`src/rtl/mc16_pkg.sv`:
```
package mc16_pkg;
  localparam int WORD_W  = 16;
  localparam int REG_CNT = 8;
  localparam int REG_AW  = $clog2(REG_CNT);
  localparam int OPC_W   = 4;

  typedef enum logic [OPC_W-1:0] {
    OP_BR   = 4'd0,  OP_ADD  = 4'd1,  OP_LD   = 4'd2,  OP_ST   = 4'd3,
    OP_JSR  = 4'd4,  OP_AND  = 4'd5,  OP_LDR  = 4'd6,  OP_STR  = 4'd7,
    OP_RSV8 = 4'd8,  OP_NOT  = 4'd9,  OP_LDI  = 4'd10, OP_STI  = 4'd11,
    OP_JMP  = 4'd12, OP_RSV13 = 4'd13, OP_LEA = 4'd14, OP_TRAP = 4'd15
  } op_t;

  typedef enum logic [2:0] {
    S_FETCH, S_FWAIT, S_EXEC, S_MEM, S_MWAIT, S_CIN, S_COUT, S_HALT
  } state_t;

  localparam logic [7:0] VEC_GETC = 8'h20;
  localparam logic [7:0] VEC_PUTC = 8'h21;
  localparam logic [7:0] VEC_STOP = 8'h25;

  function automatic logic [WORD_W-1:0] sx9(input logic [8:0] v);
    return {{(WORD_W-9){v[8]}}, v};
  endfunction

  function automatic logic [WORD_W-1:0] sx6(input logic [5:0] v);
    return {{(WORD_W-6){v[5]}}, v};
  endfunction

  function automatic logic [WORD_W-1:0] sx5(input logic [4:0] v);
    return {{(WORD_W-5){v[4]}}, v};
  endfunction
endpackage

```
`src/rtl/mc16_regfile.sv`:
```
module mc16_regfile import mc16_pkg::*; #(
  parameter int W  = WORD_W,
  parameter int N  = REG_CNT,
  localparam int AW = $clog2(N)
) (
  input  logic          clk,
  input  logic          rst,
  input  logic          we,
  input  logic [AW-1:0] wa,
  input  logic [W-1:0]  wd,
  input  logic [AW-1:0] ra_a,
  output logic [W-1:0]  rd_a,
  input  logic [AW-1:0] ra_b,
  output logic [W-1:0]  rd_b
);
  logic [W-1:0] regs [N];

  for (genvar g = 0; g < N; g++) begin : g_reg
    always_ff @(posedge clk) begin
      if (rst) regs[g] <= '0;
      else if (we && wa == AW'(g)) regs[g] <= wd;
    end
  end

  assign rd_a = regs[ra_a];
  assign rd_b = regs[ra_b];
endmodule

```
`src/rtl/mc16_alu.sv`:
```
module mc16_alu import mc16_pkg::*; #(
  parameter int W = WORD_W
) (
  input  op_t          op,
  input  logic [W-1:0] a,
  input  logic [W-1:0] b,
  output logic [W-1:0] y
);
  always_comb begin
    case (op)
      OP_AND:  y = a & b;
      OP_NOT:  y = ~a;
      default: y = a + b;
    endcase
  end
endmodule

```
`src/rtl/mc16_agu.sv`:
```
module mc16_agu import mc16_pkg::*; #(
  parameter int W = WORD_W
) (
  input  logic [W-1:0] pc_next,
  input  logic [W-1:0] base,
  input  logic [8:0]   off,
  output logic [W-1:0] pc_rel,
  output logic [W-1:0] base_rel
);
  assign pc_rel   = pc_next + sx9(off);
  assign base_rel = base + sx6(off[5:0]);
endmodule

```
`src/rtl/mc16_flags.sv`:
```
module mc16_flags import mc16_pkg::*; #(
  parameter int W = WORD_W
) (
  input  logic         clk,
  input  logic         rst,
  input  logic         upd,
  input  logic [W-1:0] val,
  output logic [2:0]   nzp
);
  always_ff @(posedge clk) begin
    if (rst) nzp <= 3'b010;
    else if (upd) begin
      if (val[W-1])      nzp <= 3'b100;
      else if (val == '0) nzp <= 3'b010;
      else                nzp <= 3'b001;
    end
  end


  flags_onehot_chk: assert property (@(posedge clk) disable iff (rst)
    $onehot(nzp));


  flags_hold_chk: assert property (@(posedge clk) disable iff (rst)
    !upd |=> $stable(nzp));
endmodule

```
`src/rtl/mc16_core.sv`:
```
module mc16_core import mc16_pkg::*; #(
  parameter logic [WORD_W-1:0] RESET_PC = 16'h3000,
  parameter int CHAR_W = 8
) (
  input  logic              clk,
  input  logic              rst,
  output logic              mem_req,
  output logic              mem_we,
  output logic [WORD_W-1:0] mem_addr,
  output logic [WORD_W-1:0] mem_wdata,
  input  logic [WORD_W-1:0] mem_rdata,
  input  logic              con_in_valid,
  output logic              con_in_ready,
  input  logic [CHAR_W-1:0] con_in_data,
  output logic              con_out_valid,
  input  logic              con_out_ready,
  output logic [CHAR_W-1:0] con_out_data,
  output logic              halted,
  output logic              illegal_seen
);
  localparam logic [REG_AW-1:0] LINK_REG = REG_AW'(REG_CNT - 1);

  state_t            st_q;
  logic [WORD_W-1:0] pc_q, ir_q, maddr_q;
  logic              ind_q, halt_q, ill_q;

  op_t               opc;
  logic [REG_AW-1:0] dr, sr1, rb_sel;
  logic [WORD_W-1:0] ra, rb, alu_b, alu_y, pc_rel, base_rel;
  logic              is_load, is_store, is_ind;
  logic              rf_we, cc_upd;
  logic [REG_AW-1:0] rf_wa;
  logic [WORD_W-1:0] rf_wd;
  logic [2:0]        nzp;

  assign opc      = op_t'(ir_q[15:12]);
  assign dr       = ir_q[11:9];
  assign sr1      = ir_q[8:6];
  assign is_load  = (opc == OP_LD) || (opc == OP_LDR) || (opc == OP_LDI);
  assign is_store = (opc == OP_ST) || (opc == OP_STR) || (opc == OP_STI);
  assign is_ind   = (opc == OP_LDI) || (opc == OP_STI);

  always_comb begin
    if (opc == OP_ADD || opc == OP_AND) rb_sel = ir_q[2:0];
    else if (opc == OP_TRAP)            rb_sel = '0;
    else                                rb_sel = dr;
  end

  mc16_regfile #(.W(WORD_W), .N(REG_CNT)) u_rf (
    .clk(clk), .rst(rst), .we(rf_we), .wa(rf_wa), .wd(rf_wd),
    .ra_a(sr1), .rd_a(ra), .ra_b(rb_sel), .rd_b(rb)
  );

  assign alu_b = ir_q[5] ? sx5(ir_q[4:0]) : rb;

  mc16_alu #(.W(WORD_W)) u_alu (.op(opc), .a(ra), .b(alu_b), .y(alu_y));

  mc16_agu #(.W(WORD_W)) u_agu (
    .pc_next(pc_q), .base(ra), .off(ir_q[8:0]),
    .pc_rel(pc_rel), .base_rel(base_rel)
  );

  mc16_flags #(.W(WORD_W)) u_flags (
    .clk(clk), .rst(rst), .upd(cc_upd), .val(rf_wd), .nzp(nzp)
  );

  // register write port and flag update
  always_comb begin
    rf_we  = 1'b0;
    rf_wa  = dr;
    rf_wd  = alu_y;
    cc_upd = 1'b0;
    case (st_q)
      S_EXEC: begin
        case (opc)
          OP_ADD, OP_AND, OP_NOT: begin
            rf_we  = 1'b1;
            cc_upd = 1'b1;
          end
          OP_LEA: begin
            rf_we  = 1'b1;
            rf_wd  = pc_rel;
            cc_upd = 1'b1;
          end
          OP_JSR: begin
            rf_we = 1'b1;
            rf_wa = LINK_REG;
            rf_wd = pc_q;
          end
          default: ;
        endcase
      end
      S_MWAIT: begin
        if (is_load && (!is_ind || ind_q)) begin
          rf_we  = 1'b1;
          rf_wd  = mem_rdata;
          cc_upd = 1'b1;
        end
      end
      S_CIN: begin
        if (con_in_valid) begin
          rf_we = 1'b1;
          rf_wa = '0;
          rf_wd = {{(WORD_W-CHAR_W){1'b0}}, con_in_data};
        end
      end
      default: ;
    endcase
  end

  // memory and console strobes decoded from the state register
  assign mem_req       = (st_q == S_FETCH) || (st_q == S_MEM);
  assign mem_addr      = (st_q == S_FETCH) ? pc_q : maddr_q;
  assign mem_we        = (st_q == S_MEM) && is_store && (!is_ind || ind_q);
  assign mem_wdata     = rb;
  assign con_in_ready  = (st_q == S_CIN);
  assign con_out_valid = (st_q == S_COUT);
  assign con_out_data  = rb[CHAR_W-1:0];
  assign halted        = halt_q;
  assign illegal_seen  = ill_q;

  // sequencer
  always_ff @(posedge clk) begin
    if (rst) begin
      st_q    <= S_FETCH;
      pc_q    <= RESET_PC;
      ir_q    <= '0;
      maddr_q <= '0;
      ind_q   <= 1'b0;
      halt_q  <= 1'b0;
      ill_q   <= 1'b0;
    end else begin
      case (st_q)
        S_FETCH: begin
          pc_q <= pc_q + 1'b1;
          st_q <= S_FWAIT;
        end
        S_FWAIT: begin
          ir_q  <= mem_rdata;
          ind_q <= 1'b0;
          st_q  <= S_EXEC;
        end
        S_EXEC: begin
          st_q <= S_FETCH;
          case (opc)
            OP_BR:  if (|(dr & nzp)) pc_q <= pc_rel;
            OP_JMP: pc_q <= ra;
            OP_JSR: pc_q <= pc_rel;
            OP_LD, OP_ST, OP_LDI, OP_STI: begin
              maddr_q <= pc_rel;
              st_q    <= S_MEM;
            end
            OP_LDR, OP_STR: begin
              maddr_q <= base_rel;
              st_q    <= S_MEM;
            end
            OP_TRAP: begin
              case (ir_q[7:0])
                VEC_GETC: st_q <= S_CIN;
                VEC_PUTC: st_q <= S_COUT;
                VEC_STOP: begin
                  st_q   <= S_HALT;
                  halt_q <= 1'b1;
                end
                default: ;
              endcase
            end
            OP_RSV8, OP_RSV13: ill_q <= 1'b1;
            default: ;
          endcase
        end
        S_MEM: st_q <= mem_we ? S_FETCH : S_MWAIT;
        S_MWAIT: begin
          if (is_ind && !ind_q) begin
            maddr_q <= mem_rdata;
            ind_q   <= 1'b1;
            st_q    <= S_MEM;
          end else begin
            st_q <= S_FETCH;
          end
        end
        S_CIN:  if (con_in_valid) st_q <= S_FETCH;
        S_COUT: if (con_out_ready) st_q <= S_FETCH;
        default: st_q <= S_HALT;
      endcase
    end
  end


  first_fetch_chk: assert property (@(posedge clk) disable iff (rst)
    $past(rst) |-> (mem_req && !mem_we && mem_addr == RESET_PC));


  cin_stall_chk: assert property (@(posedge clk) disable iff (rst)
    (con_in_ready && !con_in_valid) |=> (con_in_ready && !mem_req));


  cout_hold_chk: assert property (@(posedge clk) disable iff (rst)
    (con_out_valid && !con_out_ready) |=> (con_out_valid && $stable(con_out_data)));


  halt_sticky_chk: assert property (@(posedge clk) disable iff (rst)
    halted |=> halted);


  halt_quiet_chk: assert property (@(posedge clk) disable iff (rst)
    halted |-> !mem_req);


  illegal_sticky_chk: assert property (@(posedge clk) disable iff (rst)
    illegal_seen |=> illegal_seen);


  write_strobe_chk: assert property (@(posedge clk) disable iff (rst)
    mem_we |-> mem_req);
endmodule

```
`config.mk`:
```
export PLATFORM = sky130hd
export DESIGN_NAME = mc16_core
export DESIGN_NICKNAME = d
export VERILOG_FILES = /design/src/rtl/mc16_pkg.sv /design/src/rtl/mc16_regfile.sv /design/src/rtl/mc16_alu.sv /design/src/rtl/mc16_agu.sv /design/src/rtl/mc16_flags.sv /design/src/rtl/mc16_core.sv
export SDC_FILE = /design/constraint.sdc
export NUM_CORES = 1
export LEC_CHECK = 0
export ABC_AREA = 1
export BUFFER_PORTS_ARGS = -buffer_cell sky130_fd_sc_hd__buf_2
export CAP_MARGIN = 10
export CELL_PAD_IN_SITES_DETAIL_PLACEMENT = 1
export CELL_PAD_IN_SITES_GLOBAL_PLACEMENT = 2
export CORE_ASPECT_RATIO = 1.4
export CORE_MARGIN = 5
export CORE_UTILIZATION = 38
export DETAILED_ROUTE_END_ITERATION = 8
export GPL_ROUTABILITY_DRIVEN = 0
export PLACE_DENSITY_LB_ADDON = 0.1
export SYNTH_ARGS = -nofsm -noshare
export SYNTH_HDL_FRONTEND = slang
export SYNTH_HIERARCHICAL = 1
export SYNTH_SLANG_ARGS = --single-unit
```
`constraint.sdc`:
```
create_clock -name clk -period 5.5 [get_ports clk]
set_clock_uncertainty 0.05 [all_clocks]
set_input_delay 0.825 -clock clk [delete_from_list [all_inputs] [get_ports clk]]
set_output_delay 0.825 -clock clk [all_outputs]
set_load 0.01 [all_outputs]
```
==> out/results.tsv <==
metric	value	unit
worst setup path class	flip-flop to flip-flop	
Synth top area share	0.2506	
clock tree from TritonCTS	yes	
Slew HR	0.2073	
Critical Path End Type	flip-flop	
most frequent cells in the layout	nand2_1 (897), inv_1 (319), nor2_1 (265), nand3_1 (199), edfxtp_1 (128)	
CP max stage delay	0.62	ns
global-route wire length before repair	97610	um
core box area	0.04017	mm^2
die height	247.7	um
HP Class	flip-flop to flip-flop	
post-detailed-route wirelength per cell	21.93	um
Post-synth EDFFs	128	
synthesized area per cell	6.378	um^2
Fmax	203.7	MHz
WL final	64960	um
clk root buf	clkbuf_16	
crit path max-delay cell type	buf_4	
Post-synth top flop	edfxtp_1	
number of global-route vias before repair	16340	
DR vias/cell	5.298	
fin. max-slew vios	0	
# resized after CTS	0	
Reg2Reg Setup Slack	0.59	ns
Synth cell types	54	
Power Density	348.8	mW/mm^2
row count	87	
clock latency on the worst-skew pair	0.46	ns
Yosys warnings	6	
register area share after synthesis	0.3250	
total power	5.762	mW
CP endpoint	u_flags/nzp[0]$_SDFFE_PP0P_	
worst-margin pin slew	1.186	ns
via count	15690	
total global routing overflow	0	
commonest non-fill, non-tap cell in the layout	nand2_1	
ANT cells	0	
antenna viol nets, final	0	
power share of the combinational group	0.493	
Seq pwr share	0.287	
Total GRT Usage	0.2863	
most used cell, CP	nand2_1	
Syn Inst Count	2405	
Crit path arrival time	5.18	ns
share of cells above drive strength 1	0.09843	
leakage	8.382	nW
status	completed	
crit path max fanout	64	
Reg clk slew, reported paths	0.08	ns
die extent in x	179.8	um
Area Overhead vs Synth	7.675	%
largest area contributor in the netlist	edfxtp_1	
setup violators final	0	
Synth area leaders	edfxtp_1 (25%), nand2_1 (22%), inv_1 (7.8%)	
fraction of registers with async set/reset	0	
Worst Slack Setup Final	0.5904	ns
Period minus WS final	4.910	ns
post-synthesis cell area	0.01534	mm^2
max_cap viols	0	
Max Root-Sink Buffers	2	
worst reg2reg path depth	30	
Final Hold Viols	0	
r2r endpoint	u_flags/nzp[0]$_SDFFE_PP0P_	
crit path from	ir_q[13]$_SDFFE_PP0P_	
switch share	0.4821	
pin count of the biggest net entering global routing	68	
multi-input logic area	0.008444	mm^2
P_sw	2.778	mW
htree depth	4	
nets	2493	
Data required, critical path	5.77	ns
Hold-fix buffers, CTS	0	
CTS Buf Count	17	
post-CTS setup buffer count	0	
Final Cycle Share	0.8927	
initial antenna violation count	2	
Post-DP HPWL	48440	um
crit path launch type	flip-flop	
Synthesized Nets	2483	
DRT Pass-1 Iters	5	
register area	0.004987	mm^2
clock sinks	185	
Yosys reg bits	185	
Max IR drop VDD	0.0001658	V
setup TNS	0	ns
clock share of power	0.220	
RSZ-0062 raised after global routing	no	
number of remaining DRC errors	0	
dpl ws	0.6477	ns
hold slack	0.4304	ns
initial DRC count	941	
die area	0.04454	mm^2
IO Pins	74	
Initial Util	0.3819	
reg2reg start	ir_q[13]$_SDFFE_PP0P_	
port buffer count	73	
# fillers	5340	
internal power	2.984	mW
## cell families (layout without fill, tap and decap cells)
logic type,after synthesis,count (layout),synth area share
muxes,1,1,0.0007340
DFF,185,185,0.3250
and+or+nand+nor,1470,1470,0.4100
adders and majority gates,50,50,0.04225
AOI/OAI and AO/OA,235,235,0.08548
buffers and inverters,445,468,0.1258
xor gates and xnor gates,19,19,0.01085
## state kept, by name, summed over array words and instances (netlist names)
register      flops
st_q              3
halted            1
ir_q             16
illegal_seen      1
maddr_q          16
u_flags/nzp       3
pc_q             16
ind_q             1
u_rf/regs       128
## worst min path at each step
stage / depth (start not counted) / to / startpoint
after floorplan: 2 / u_flags/nzp[1]$_SDFFE_PP1P_ / u_flags/nzp[1]$_SDFFE_PP1P_
after global placement: 2 / illegal_seen$_SDFFE_PP0P_ / illegal_seen$_SDFFE_PP0P_
after detailed placement: 2 / u_flags/nzp[1]$_SDFFE_PP1P_ / u_flags/nzp[1]$_SDFFE_PP1P_
after CTS: 2 / ind_q$_SDFFE_PP0P_ / ind_q$_SDFFE_PP0P_
after global routing: 2 / u_flags/nzp[1]$_SDFFE_PP1P_ / u_flags/nzp[1]$_SDFFE_PP1P_
final: 2 / illegal_seen$_SDFFE_PP0P_ / illegal_seen$_SDFFE_PP0P_
## power by group through the flow
stage	sequential (mW)	clock [mW]	combinational, mW
detailed placement	1.69	0	2.83
floorplan	1.65	0	1.90
global route	1.66	1.35	3.14
CTS	1.65	1.30	2.85
global placement	1.68	0	2.79
finish	1.65	1.27	2.84
## layer usage
metal | global-route usage | part of all wire
met1 | 0.3135 | 0.39
met2 | 0.5493 | 0.53
met3 | 0.02903 | 0.031
met4 | 0.1419 | 0.051
met5 | 0 | 0
## worst max-delay path, delay by kind of cell, from the launching register on
family | cells | cell delay (ns)
simple gates | 23 | 2.53
fa+ha+maj | 1 | 0.45
compound gates | 3 | 0.25
buf+inv | 3 | 0.89
flops | 1 | 0.50
## cell usage after synthesis, types with 2 or more instances
| library cell | instances |
|---|---|
| inv_2 | 22 |
| a21oi_1 | 82 |
| nand2_2 | 25 |
| a211oi_1 | 3 |
| o22ai_1 | 14 |
| nand3_4 | 10 |
| o221ai_1 | 2 |
| nor3_2 | 9 |
| nand3b_1 | 7 |
| xor2_1 | 15 |
| nor3_1 | 10 |
| o211ai_1 | 16 |
| buf_1 | 2 |
| and2_1 | 3 |
| o2111ai_1 | 2 |
| nor2_4 | 8 |
| o21bai_1 | 3 |
| edfxtp_1 | 128 |
| nor2_2 | 11 |
| buf_2 | 37 |
| dfxtp_1 | 57 |
| nand3_1 | 199 |
| fa_1 | 3 |
| inv_1 | 319 |
| clkbuf_1 | 28 |
| a21oi_2 | 3 |
| buf_6 | 18 |
| ha_1 | 47 |
| a31oi_1 | 2 |
| o21ai_1 | 8 |
| or2_1 | 2 |
| xnor2_1 | 4 |
| a21o_2 | 2 |
| buf_4 | 14 |
| nand4_1 | 8 |
| o21ai_0 | 95 |
| nand2_1 | 897 |
| nand2_4 | 5 |
| nor2_1 | 265 |
| nand3_2 | 6 |
## cell type report
| type | count | share of cell area |
|---|---|---|
| multi-input combinational | 1775 | 0.5112 |
| sequential | 185 | 0.3019 |
| inverter | 344 | 0.07893 |
| tap | 534 | 0.04045 |
| timing repair buffer | 92 | 0.03227 |
| clock buffer | 18 | 0.02598 |
| clock inverter | 14 | 0.009166 |
## per-stage QoR
| step | util | cell area (um^2) | cells |
|---|---|---|---|
| 3_3_place_gp | 0.3968 | 15940 | 2930 |
| 3_5_place_dp | 0.3968 | 15940 | 2930 |
| 5_1_grt | 0.4112 | 16520 | 2962 |
| 2_1_floorplan | - | 15340 | 2405 |
| 4_1_cts | 0.4112 | 16520 | 2962 |
| 6_report | 0.4112 | 16520 | 2962 |
(Power assumes the default switching activity.)
